<file path="src/rtl/irqc_pkg.sv">
package irqc_pkg;

    localparam int ADDR_W = 8;
    localparam int DATA_W = 8;

    localparam logic [ADDR_W-1:0] A_SYS_EN     = 8'h09;
    localparam logic [ADDR_W-1:0] A_SYS_STA    = 8'h0A;
    localparam logic [ADDR_W-1:0] A_GP_EN_LO   = 8'h0B;
    localparam logic [ADDR_W-1:0] A_GP_EN_HI   = 8'h0C;
    localparam logic [ADDR_W-1:0] A_GP_STA_LO  = 8'h0D;
    localparam logic [ADDR_W-1:0] A_GP_STA_HI  = 8'h0E;

    // stored system status bits (bit 7 is derived, bits 6:4 are zero)
    localparam int SYS_STORED = 4;
    localparam int B_POR  = 0;
    localparam int B_FIFO = 1;
    localparam int B_GEN  = 2;
    localparam int B_INTL = 3;
    localparam int B_GPIO = 7;

    localparam logic [DATA_W-1:0]     SYS_EN_WMASK = 8'h87;
    localparam logic [DATA_W-1:0]     SYS_EN_RST   = 8'h01;
    localparam logic [SYS_STORED-1:0] SYS_STA_RST  = 4'h9;

    localparam int MAX_GPIO = 2 * DATA_W;

    typedef enum logic [0:0] {
        IRQ_IDLE   = 1'b0,
        IRQ_ACTIVE = 1'b1
    } irq_state_e;

endpackage

</file>
<file path="src/rtl/irqc_gpio_edge.sv">
module irqc_gpio_edge #(
    parameter int NUM_PINS = 3
) (
    input  logic                clk,
    input  logic                rst_n,
    input  logic [NUM_PINS-1:0] pin,
    output logic [NUM_PINS-1:0] edge_o
);
    localparam int FILL_W   = 2;
    localparam int FILL_MAX = 3;

    logic [FILL_W-1:0] fill_q;
    logic              primed;

    // pipeline must hold real samples in all three stages before edges count
    always_ff @(posedge clk) begin
        if (!rst_n) begin
            fill_q <= '0;
        end else if (fill_q != FILL_W'(FILL_MAX)) begin
            fill_q <= fill_q + 1'b1;
        end
    end

    assign primed = (fill_q == FILL_W'(FILL_MAX));

    for (genvar i = 0; i < NUM_PINS; i++) begin : g_pin
        logic meta_q;
        logic sync_q;
        logic prev_q;

        always_ff @(posedge clk) begin
            if (!rst_n) begin
                meta_q <= 1'b0;
                sync_q <= 1'b0;
                prev_q <= 1'b0;
            end else begin
                meta_q <= pin[i];
                sync_q <= meta_q;
                prev_q <= sync_q;
            end
        end

        assign edge_o[i] = primed & (sync_q ^ prev_q);
    end

endmodule

</file>
<file path="src/rtl/irqc_sticky.sv">
module irqc_sticky #(
    parameter int           W       = 4,
    parameter logic [W-1:0] RST_VAL = '0
) (
    input  logic         clk,
    input  logic         rst_n,
    input  logic [W-1:0] set_i,
    input  logic [W-1:0] clr_i,
    output logic [W-1:0] q_o
);
    logic [W-1:0] q_q;

    // set has priority over clear in the same cycle
    always_ff @(posedge clk) begin
        if (!rst_n) begin
            q_q <= RST_VAL;
        end else begin
            q_q <= (q_q & ~clr_i) | set_i;
        end
    end

    assign q_o = q_q;

endmodule

</file>
<file path="src/rtl/irqc_irq_fsm.sv">
module irqc_irq_fsm
    import irqc_pkg::*;
(
    input  logic clk,
    input  logic rst_n,
    input  logic pending,
    output logic irq
);
    irq_state_e state_q;
    irq_state_e state_d;

    always_ff @(posedge clk) begin
        if (!rst_n) begin
            state_q <= IRQ_IDLE;
        end else begin
            state_q <= state_d;
        end
    end

    always_comb begin
        state_d = state_q;
        unique case (state_q)
            IRQ_IDLE:   if (pending)  state_d = IRQ_ACTIVE; // RAISE
            IRQ_ACTIVE: if (!pending) state_d = IRQ_IDLE;   // DROP
            default:    state_d = IRQ_IDLE;
        endcase
    end

    always_comb begin
        irq = (state_q == IRQ_ACTIVE);
    end

endmodule

</file>
<file path="src/rtl/irqc_top.sv">
module irqc_top
    import irqc_pkg::*;
#(
    parameter int NUM_GPIO = 3
) (
    input  logic                clk,
    input  logic                rst_n,
    input  logic [ADDR_W-1:0]   bus_addr,
    input  logic [DATA_W-1:0]   bus_wdata,
    input  logic                bus_wr,
    input  logic                bus_rd,
    output logic [DATA_W-1:0]   bus_rdata,
    input  logic                fifo_avail,
    input  logic                gen_evt,
    input  logic [NUM_GPIO-1:0] gpio_pin,
    output logic                irq_out
);
    localparam logic [MAX_GPIO-1:0] GP_MASK =
        MAX_GPIO'((32'd1 << NUM_GPIO) - 32'd1);

    // write decode
    logic wr_sys_en, wr_sys_sta, wr_gp_en_lo, wr_gp_en_hi, wr_gp_sta_lo, wr_gp_sta_hi;

    assign wr_sys_en    = bus_wr && (bus_addr == A_SYS_EN);
    assign wr_sys_sta   = bus_wr && (bus_addr == A_SYS_STA);
    assign wr_gp_en_lo  = bus_wr && (bus_addr == A_GP_EN_LO);
    assign wr_gp_en_hi  = bus_wr && (bus_addr == A_GP_EN_HI);
    assign wr_gp_sta_lo = bus_wr && (bus_addr == A_GP_STA_LO);
    assign wr_gp_sta_hi = bus_wr && (bus_addr == A_GP_STA_HI);

    // enable registers
    logic [DATA_W-1:0]   sys_en_q;
    logic [MAX_GPIO-1:0] gp_en_q;

    always_ff @(posedge clk) begin
        if (!rst_n) begin
            sys_en_q <= SYS_EN_RST;
            gp_en_q  <= '0;
        end else begin
            if (wr_sys_en) begin
                sys_en_q <= bus_wdata & SYS_EN_WMASK;
            end
            if (wr_gp_en_lo) begin
                gp_en_q[DATA_W-1:0] <= bus_wdata & GP_MASK[DATA_W-1:0];
            end
            if (wr_gp_en_hi) begin
                gp_en_q[MAX_GPIO-1:DATA_W] <= bus_wdata & GP_MASK[MAX_GPIO-1:DATA_W];
            end
        end
    end

    // GPIO second level
    logic [NUM_GPIO-1:0] gp_edge;
    logic [NUM_GPIO-1:0] gp_clr;
    logic [NUM_GPIO-1:0] gp_sta_q;
    logic [MAX_GPIO-1:0] gp_sta_full;
    logic                gp_summary;

    irqc_gpio_edge #(
        .NUM_PINS (NUM_GPIO)
    ) u_gpio_edge (
        .clk    (clk),
        .rst_n  (rst_n),
        .pin    (gpio_pin),
        .edge_o (gp_edge)
    );

    always_comb begin
        for (int i = 0; i < NUM_GPIO; i++) begin
            if (i < DATA_W) begin
                gp_clr[i] = wr_gp_sta_lo & bus_wdata[i % DATA_W];
            end else begin
                gp_clr[i] = wr_gp_sta_hi & bus_wdata[i % DATA_W];
            end
        end
    end

    irqc_sticky #(
        .W       (NUM_GPIO),
        .RST_VAL ('0)
    ) u_gp_sta (
        .clk   (clk),
        .rst_n (rst_n),
        .set_i (gp_edge),
        .clr_i (gp_clr),
        .q_o   (gp_sta_q)
    );

    always_comb begin
        gp_sta_full                 = '0;
        gp_sta_full[NUM_GPIO-1:0]   = gp_sta_q;
    end

    assign gp_summary = |(gp_sta_full & gp_en_q);

    // system first level
    logic [SYS_STORED-1:0] sys_set;
    logic [SYS_STORED-1:0] sys_clr;
    logic [SYS_STORED-1:0] sys_sta_q;
    logic [DATA_W-1:0]     sys_sta;

    always_comb begin
        sys_set         = '0;
        sys_set[B_FIFO] = fifo_avail;
        sys_set[B_GEN]  = gen_evt;
        sys_clr         = wr_sys_sta ? bus_wdata[SYS_STORED-1:0] : '0;
        // FIFO bit may only clear once the FIFO has drained
        if (fifo_avail) begin
            sys_clr[B_FIFO] = 1'b0;
        end
    end

    irqc_sticky #(
        .W       (SYS_STORED),
        .RST_VAL (SYS_STA_RST)
    ) u_sys_sta (
        .clk   (clk),
        .rst_n (rst_n),
        .set_i (sys_set),
        .clr_i (sys_clr),
        .q_o   (sys_sta_q)
    );

    always_comb begin
        sys_sta                   = '0;
        sys_sta[SYS_STORED-1:0]   = sys_sta_q;
        sys_sta[B_GPIO]           = gp_summary;
    end

    // interrupt output
    logic pending;

    assign pending = |(sys_sta & sys_en_q);

    irqc_irq_fsm u_irq_fsm (
        .clk     (clk),
        .rst_n   (rst_n),
        .pending (pending),
        .irq     (irq_out)
    );

    // read path
    logic [DATA_W-1:0] rd_mux;
    logic [DATA_W-1:0] rdata_q;

    always_comb begin
        case (bus_addr)
            A_SYS_EN:    rd_mux = sys_en_q;
            A_SYS_STA:   rd_mux = sys_sta;
            A_GP_EN_LO:  rd_mux = gp_en_q[DATA_W-1:0];
            A_GP_EN_HI:  rd_mux = gp_en_q[MAX_GPIO-1:DATA_W];
            A_GP_STA_LO: rd_mux = gp_sta_full[DATA_W-1:0];
            A_GP_STA_HI: rd_mux = gp_sta_full[MAX_GPIO-1:DATA_W];
            default:     rd_mux = '0;
        endcase
    end

    always_ff @(posedge clk) begin
        if (!rst_n) begin
            rdata_q <= '0;
        end else if (bus_rd) begin
            rdata_q <= rd_mux;
        end
    end

    assign bus_rdata = rdata_q;

endmodule

</file>
<file path="config.mk">
export PLATFORM = sky130hd
export DESIGN_NAME = irqc_top
export DESIGN_NICKNAME = d
export VERILOG_FILES = /design/src/rtl/irqc_pkg.sv /design/src/rtl/irqc_gpio_edge.sv /design/src/rtl/irqc_sticky.sv /design/src/rtl/irqc_irq_fsm.sv /design/src/rtl/irqc_top.sv
export SDC_FILE = /design/constraint.sdc
export NUM_CORES = 1
export LEC_CHECK = 0
export ABC_AREA = 0
export BUFFER_PORTS_ARGS = -buffer_cell sky130_fd_sc_hd__buf_4
export CORE_ASPECT_RATIO = 1.1
export CORE_UTILIZATION = 49
export CTS_BUF_LIST = sky130_fd_sc_hd__clkbuf_8
export DETAILED_ROUTE_END_ITERATION = 6
export PLACE_DENSITY = 0.84
export RECOVER_POWER = 100
export SLEW_MARGIN = 10
export SYNTH_ARGS = -nofsm -noshare
export SYNTH_HDL_FRONTEND = slang
export SYNTH_SLANG_ARGS = --single-unit
</file>
<file path="constraint.sdc">
create_clock -name clk -period 1.16 [get_ports clk]
set_clock_uncertainty 0.1 [all_clocks]
set_input_delay 0.116 -clock clk [delete_from_list [all_inputs] [get_ports clk]]
set_output_delay 0.116 -clock clk [all_outputs]
set_load 0.02 [all_outputs]
</file>
* Word-level counts from Yosys, hierarchy flattened
Cells that the tools add are included.
W data, S select, Z words.
** Storage, ports and cells
- Flip-flop bits (word level) :: 34
- Bits in latches :: 0
- Memory bits (writable) :: 0
- ROM bits :: 0
- Memories :: 0
** Operators by class
- Add/sub/neg operators :: 1
- Multipliers :: 0
- Div/mod/pow operators :: 0
- Magnitude comparators :: 0
- Eq/ne operators :: 6
- Shift-type cells :: 0
- Muxes and demuxes :: 4
- Bitwise gates (word level) :: 17
- Reductions and logical operators :: 6
** Operators with widths (number)
- $eq A8 B4 Y1 const B :: 4
- $pmux W8 S4 :: 1
- $reduce_or A16 Y1 :: 1
- $and A8 B8 Y8 :: 1
- $reduce_or A8 Y1 :: 1
- $and A1 B1 Y1 :: 6
- $and A3 B3 Y3 :: 2
- $and A4 B4 Y4 :: 1
- $logic_and A1 B1 Y1 :: 4
- $mux W4 :: 1
- $not A4 Y4 :: 1
- $or A4 B3 Y4 :: 1
- $not A3 Y3 :: 1
- $or A3 B3 Y3 :: 1
- $xor A1 B1 Y1 :: 3
- $add A2 B1 Y2 const B :: 1
- $eq A2 B2 Y1 const B :: 1
- $mux W1 :: 2
- $ne A2 B2 Y1 const B :: 1

* Logic depth before layout (Yosys ltp)
- Depth in word-level cells :: 7
- Gate-level depth with buffers :: 4
- Gate-level depth less buffers :: 3

* Cells and area by module
A second synthesis with hierarchy kept.
** Unflattened totals
- Cell total of the unflattened synthesis :: 147
- Area, all modules :: 1476.4 um^2
** Modules (own cells, without submodules)
- irqc_top :: times used 1, cells an instance 91, area each 793.3 um^2, seq. area each 240.2 um^2
- irqc_gpio_edge :: times used 1, cells an instance 33, area each 382.9 um^2, seq. area each 220.2 um^2
- irqc_sticky at u_sys_sta :: times used 1, cells an instance 12, area each 150.1 um^2, seq. area each 80.1 um^2
- irqc_sticky at u_gp_sta :: times used 1, cells an instance 9, area each 123.9 um^2, seq. area each 60.1 um^2
- irqc_irq_fsm :: times used 1, cells an instance 2, area each 26.3 um^2, seq. area each 20.0 um^2

* Least setup slack after synthesis
Ideal clock, no wire load.
- Kind :: input -> register
- Start :: input bus_addr[0]
- End :: register rdata_q[0], in the netlist bus_rdata[0]
- Arrival time :: 0.930 ns
- Path slack :: 0.007 ns
- Cell stages on the path :: 4
- Path buffers :: 1
- Path through :: buf_4 -> mux2_2 -> a222oi_1 -> o21ai_1
** Between the ends
- Cells in the longest elaborated chain, start to end :: 2
** Ends and longest elaborated chain
- from (decl) :: RTL line irqc_top.sv:8 : input logic [ADDR_W-1:0] bus_addr,
- $eq A8 B4 Y1 :: RTL line irqc_top.sv:147 : case (bus_addr)
- $pmux W8 S4 * :: RTL line irqc_top.sv:147
- to (signal assigned) :: RTL line irqc_top.sv:162 : rdata_q <= rd_mux;
- to (decl) :: RTL line irqc_top.sv:144 : logic [DATA_W-1:0] rdata_q;
Mark *: on every way between the ends. The rest lies on a longest branch, timed or not.
A chain may end at the register's enable or synchronous reset.

* Worst setup path after layout
- Start :: register gp_en_q[0]
- End :: register rdata_q[0], in the netlist bus_rdata[0]
** Between the ends
- Cells in the longest elaborated chain, start to end :: 1
** Ends and longest elaborated chain
- from (decl) :: RTL line irqc_top.sv:33 : logic [MAX_GPIO-1:0] gp_en_q;
- from (signal, indexed assignment) :: RTL line irqc_top.sv:44 : gp_en_q[DATA_W-1:0] <= bus_wdata & GP_MASK[DATA_W-1:0];
- from (signal, indexed assignment) :: RTL line irqc_top.sv:47 : gp_en_q[MAX_GPIO-1:DATA_W] <= bus_wdata & GP_MASK[MAX_GPIO-1:DATA_W];
- $pmux W8 S4 :: RTL line irqc_top.sv:147
Every way passes these cells.

==> reports/metrics.yaml <==
timing:
  final-setup-viol-count: 5
  setup_slack_ns: -0.133
  drv_slew: 0
  period_share_pct: 111
  fmax_mhz: 773
  hold_violations: 0
  rsz0062_at_grt: "yes"
  min_period_ns: 1.29
outcome:
  violations: "negative setup slack"
  status: "complete, but fails checks"
power_and_ir_drop:
  p_leak_nw: 0.809
  powerDensity_mw_per_mm2: 1240
  ir_worst_vdd_uv: 1430
  total_power_w: 0.00224
layout:
  areaGrowthSynthToFinish_pct: 31.1
  drive_above_1_share_pct: 32.1
  layout_commonest_cell: "buf_4"
  num_antenna_cells: 0
  layout.nets: 210
  final_cell_mix: "31 x buf_4, 28 x dfxtp_1, 15 x nand2_1"
  nFillCells: 200
  final_cell_area_mm2: 0.00181
logic_synthesis:
  synth_area_leaders: "dfxtp_1 45%, and2_1 5.9%, mux2i_1 5.8%"
  ys_seq_area_share_pct: 45.0
  synth_cell_type_count: 32
  yosysTopAreaCell: "dfxtp_1"
  synth_top_family_by_area: "simple AND/OR/NAND/NOR gates"
  yosysWarnings: 0
  synth_top_area_share_pct: 45.0
  syn-instance-count: 137
  ys_ff_latch: 31
  yosys.area_share.simple_pct: 22.7
  synthXorXnorAreaFrac_pct: 2.54
  synth-compound-area-share_pct: 14.5
  synth-adder-area-share_pct: 0.908
  syn_area_mm2: 0.00138
  synth.avg_cell_area_um2: 10.1
  muxShareOfSynthArea_pct: 8.27
global_route:
  grt_max_degree: 20
  grt_overflow: 0
  grt_pass1_wl_um: 5270
  grt_use_total_pct: 24.1
  grt_pass1_vias: 1222
  antenna_found_initial: 0
placed_design:
  place_area_mm2: 0.00168
  gp_congestion: 0.954
  dpl.hpwl_um: 2290
  portBuffers: 27
floorplanning:
  start_util_pct: 53.2
  floorplan.die.width_um: 52.6
  ioPinCount: 34
  coreArea_mm2: 0.00259
  die_area_mm2: 0.00303
  die_y_um: 57.6
  rows: 19
critical_path:
  critPathRequiredTime_ns: 1.22
  cp.arrival_ns: 1.35
  cpMaxStageDelayCell: "a222oi_1"
  slowest_delay_ns: 0.36
  path_max_fanout: 3
  worstSetupStartpointType: "flop"
  crit_type: "flop to flop"
  cp_cell_sequence: "mux2_4 > a222oi_1 > o21ai_1"
  crit_path_end_kind: "flop"
drt:
  drtIter0Drc: 48
  ant_nets: 0
  vias_per_cell: 5.64
  wl_per_cell_um: 15.1
  drc: 0
  firstDrtPassIters: 4
  vias: 1213
  drt-total-wl_um: 3240
clocking:
  cts_inserted_buffers: 5
  insertion_delay_ns: 0.28
  htree_levels: 2
  cts_buffer_depth: 2
  cts_tree: "built"
  cts.reportedPaths.clkPinSlew_ns: 0.06
  root_buffer: "clkbuf_8"
  cts_sinks: 31
run:
  maxCapViolCount: 0
worst_hold_path:
  hp-class: "input pin to flop"
kinds of logic (layout without fill, tap and decap cells):
family | after synthesis | after routing
compound gates | 25 | 25
xor+xnor | 4 | 4
fa+ha+maj | 1 | 1
buf+inv | 14 | 59
flops | 31 | 31
mux | 11 | 11
other cells | 1 | 3
simple gates | 50 | 50
worst paths after layout:
check | cells past startpoint | start | slack (ns) | to
max | 3 | gp_en_q[0]$_SDFFE_PN0P_ | -0.13 | bus_rdata[0]$_SDFFE_PN0P_
min | 3 | bus_wdata[0] | 0.02 | gp_en_q[0]$_SDFFE_PN0P_
max reg2reg | 3 | gp_en_q[0]$_SDFFE_PN0P_ | -0.13 | bus_rdata[0]$_SDFFE_PN0P_
min reg2reg | 2 | bus_rdata[7]$_SDFFE_PN0P_ | 0.35 | bus_rdata[7]$_SDFFE_PN0P_
flip-flops by register name (all words and copies together), names as in the netlist:
register / count
bus_rdata: 5
gp_en_q: 3
sys_en_q: 4
u_gp_sta.q_o: 3
u_gpio_edge.fill_q: 2
u_gpio_edge.g_pin.meta_q: 3
u_gpio_edge.g_pin.prev_q: 3
u_gpio_edge.g_pin.sync_q: 3
u_irq_fsm.irq: 1
u_sys_sta.q_o: 4
per-stage QoR:
stage	hold slack, ns	cells	worst slack [ns]	utilization [%]	TNS, ns
2_1_floorplan	0.143	139	0.00666	-	0
3_3_place_gp	0.227	203	-0.128	64.9	-1.28
3_5_place_dp	0.233	203	-0.163	64.9	-2.09
4_1_cts	0.0198	215	-0.0787	71.2	-0.204
5_1_grt	0.0215	215	-0.228	69.7	-0.972
6_report	0.0207	215	-0.133	69.7	-0.382
synthesized netlist by cell type (all sizes together):
| master | count |
|---|---|
| o21ai | 6 |
| dfxtp | 31 |
| ha | 1 |
| xnor2 | 1 |
| mux2i | 8 |
| nand2 | 15 |
| buf | 6 |
| a21boi | 2 |
| nor2b | 7 |
| a222oi | 5 |
| xor2 | 3 |
| nand2b | 2 |
| conb | 1 |
| a41oi | 5 |
| nand4 | 5 |
| mux2 | 3 |
| o31a | 1 |
| nand3b | 1 |
| nand4b | 1 |
| nand3 | 1 |
| inv | 4 |
| a21bo | 2 |
| and4bb | 2 |
| clkbuf | 4 |
| nor4 | 1 |
| o21a | 3 |
| o211a | 1 |
| and4b | 1 |
| and3b | 1 |
| and2 | 13 |
worst max-delay path, delay by kind of cell, from the launching register on:
family             cells  cell delay [ns]
AOI/OAI and AO/OA      2             0.48
DFF                    1             0.34
muxes                  1             0.26
final cells by class:
class | instances | area (um2) | share of cell area [%]
Tap cell | 31 | 38.8 | 2.15
Sequential cell | 31 | 624 | 34.6
Timing Repair Buffer | 48 | 340 | 18.8
Multi-Input combinational cell | 94 | 699 | 38.7
Clock inverter | 1 | 5.00 | 0.277
Clock buffer | 6 | 82.6 | 4.57
Inverter | 4 | 15.0 | 0.832
per-layer routing:
| layer | routed length [um] | part of all wire, % | vias to the layer above | track usage [%] |
|---|---|---|---|---|
| met4 | 114 | 3.5 | 0 | 13.5 |
| met2 | 1710 | 53 | 58 | 42.5 |
| met3 | 215 | 6.6 | 14 | 8.14 |
| met1 | 1200 | 37 | 563 | 24.2 |
| li1 | - | - | 578 | - |
| met5 | 0 | 0 | - | 0 |
repair_timing:
action | in CTS | in global routing
setup endpoints to repair | 5 | 9
pin swaps | 7 | 2
hold buffers | 4 | 0
endpoints found under the hold margin | 4 | 0
resized for setup | 11 | 1
setup buffers | 1 | 0
power by group:
part,switching (W),internal (W),total [W]
clock network,0.000370,0.000464,0.000834
logic,0.000124,0.000151,0.000276
registers,0.0000218,0.00110,0.00113
(Power assumes the default switching activity.)
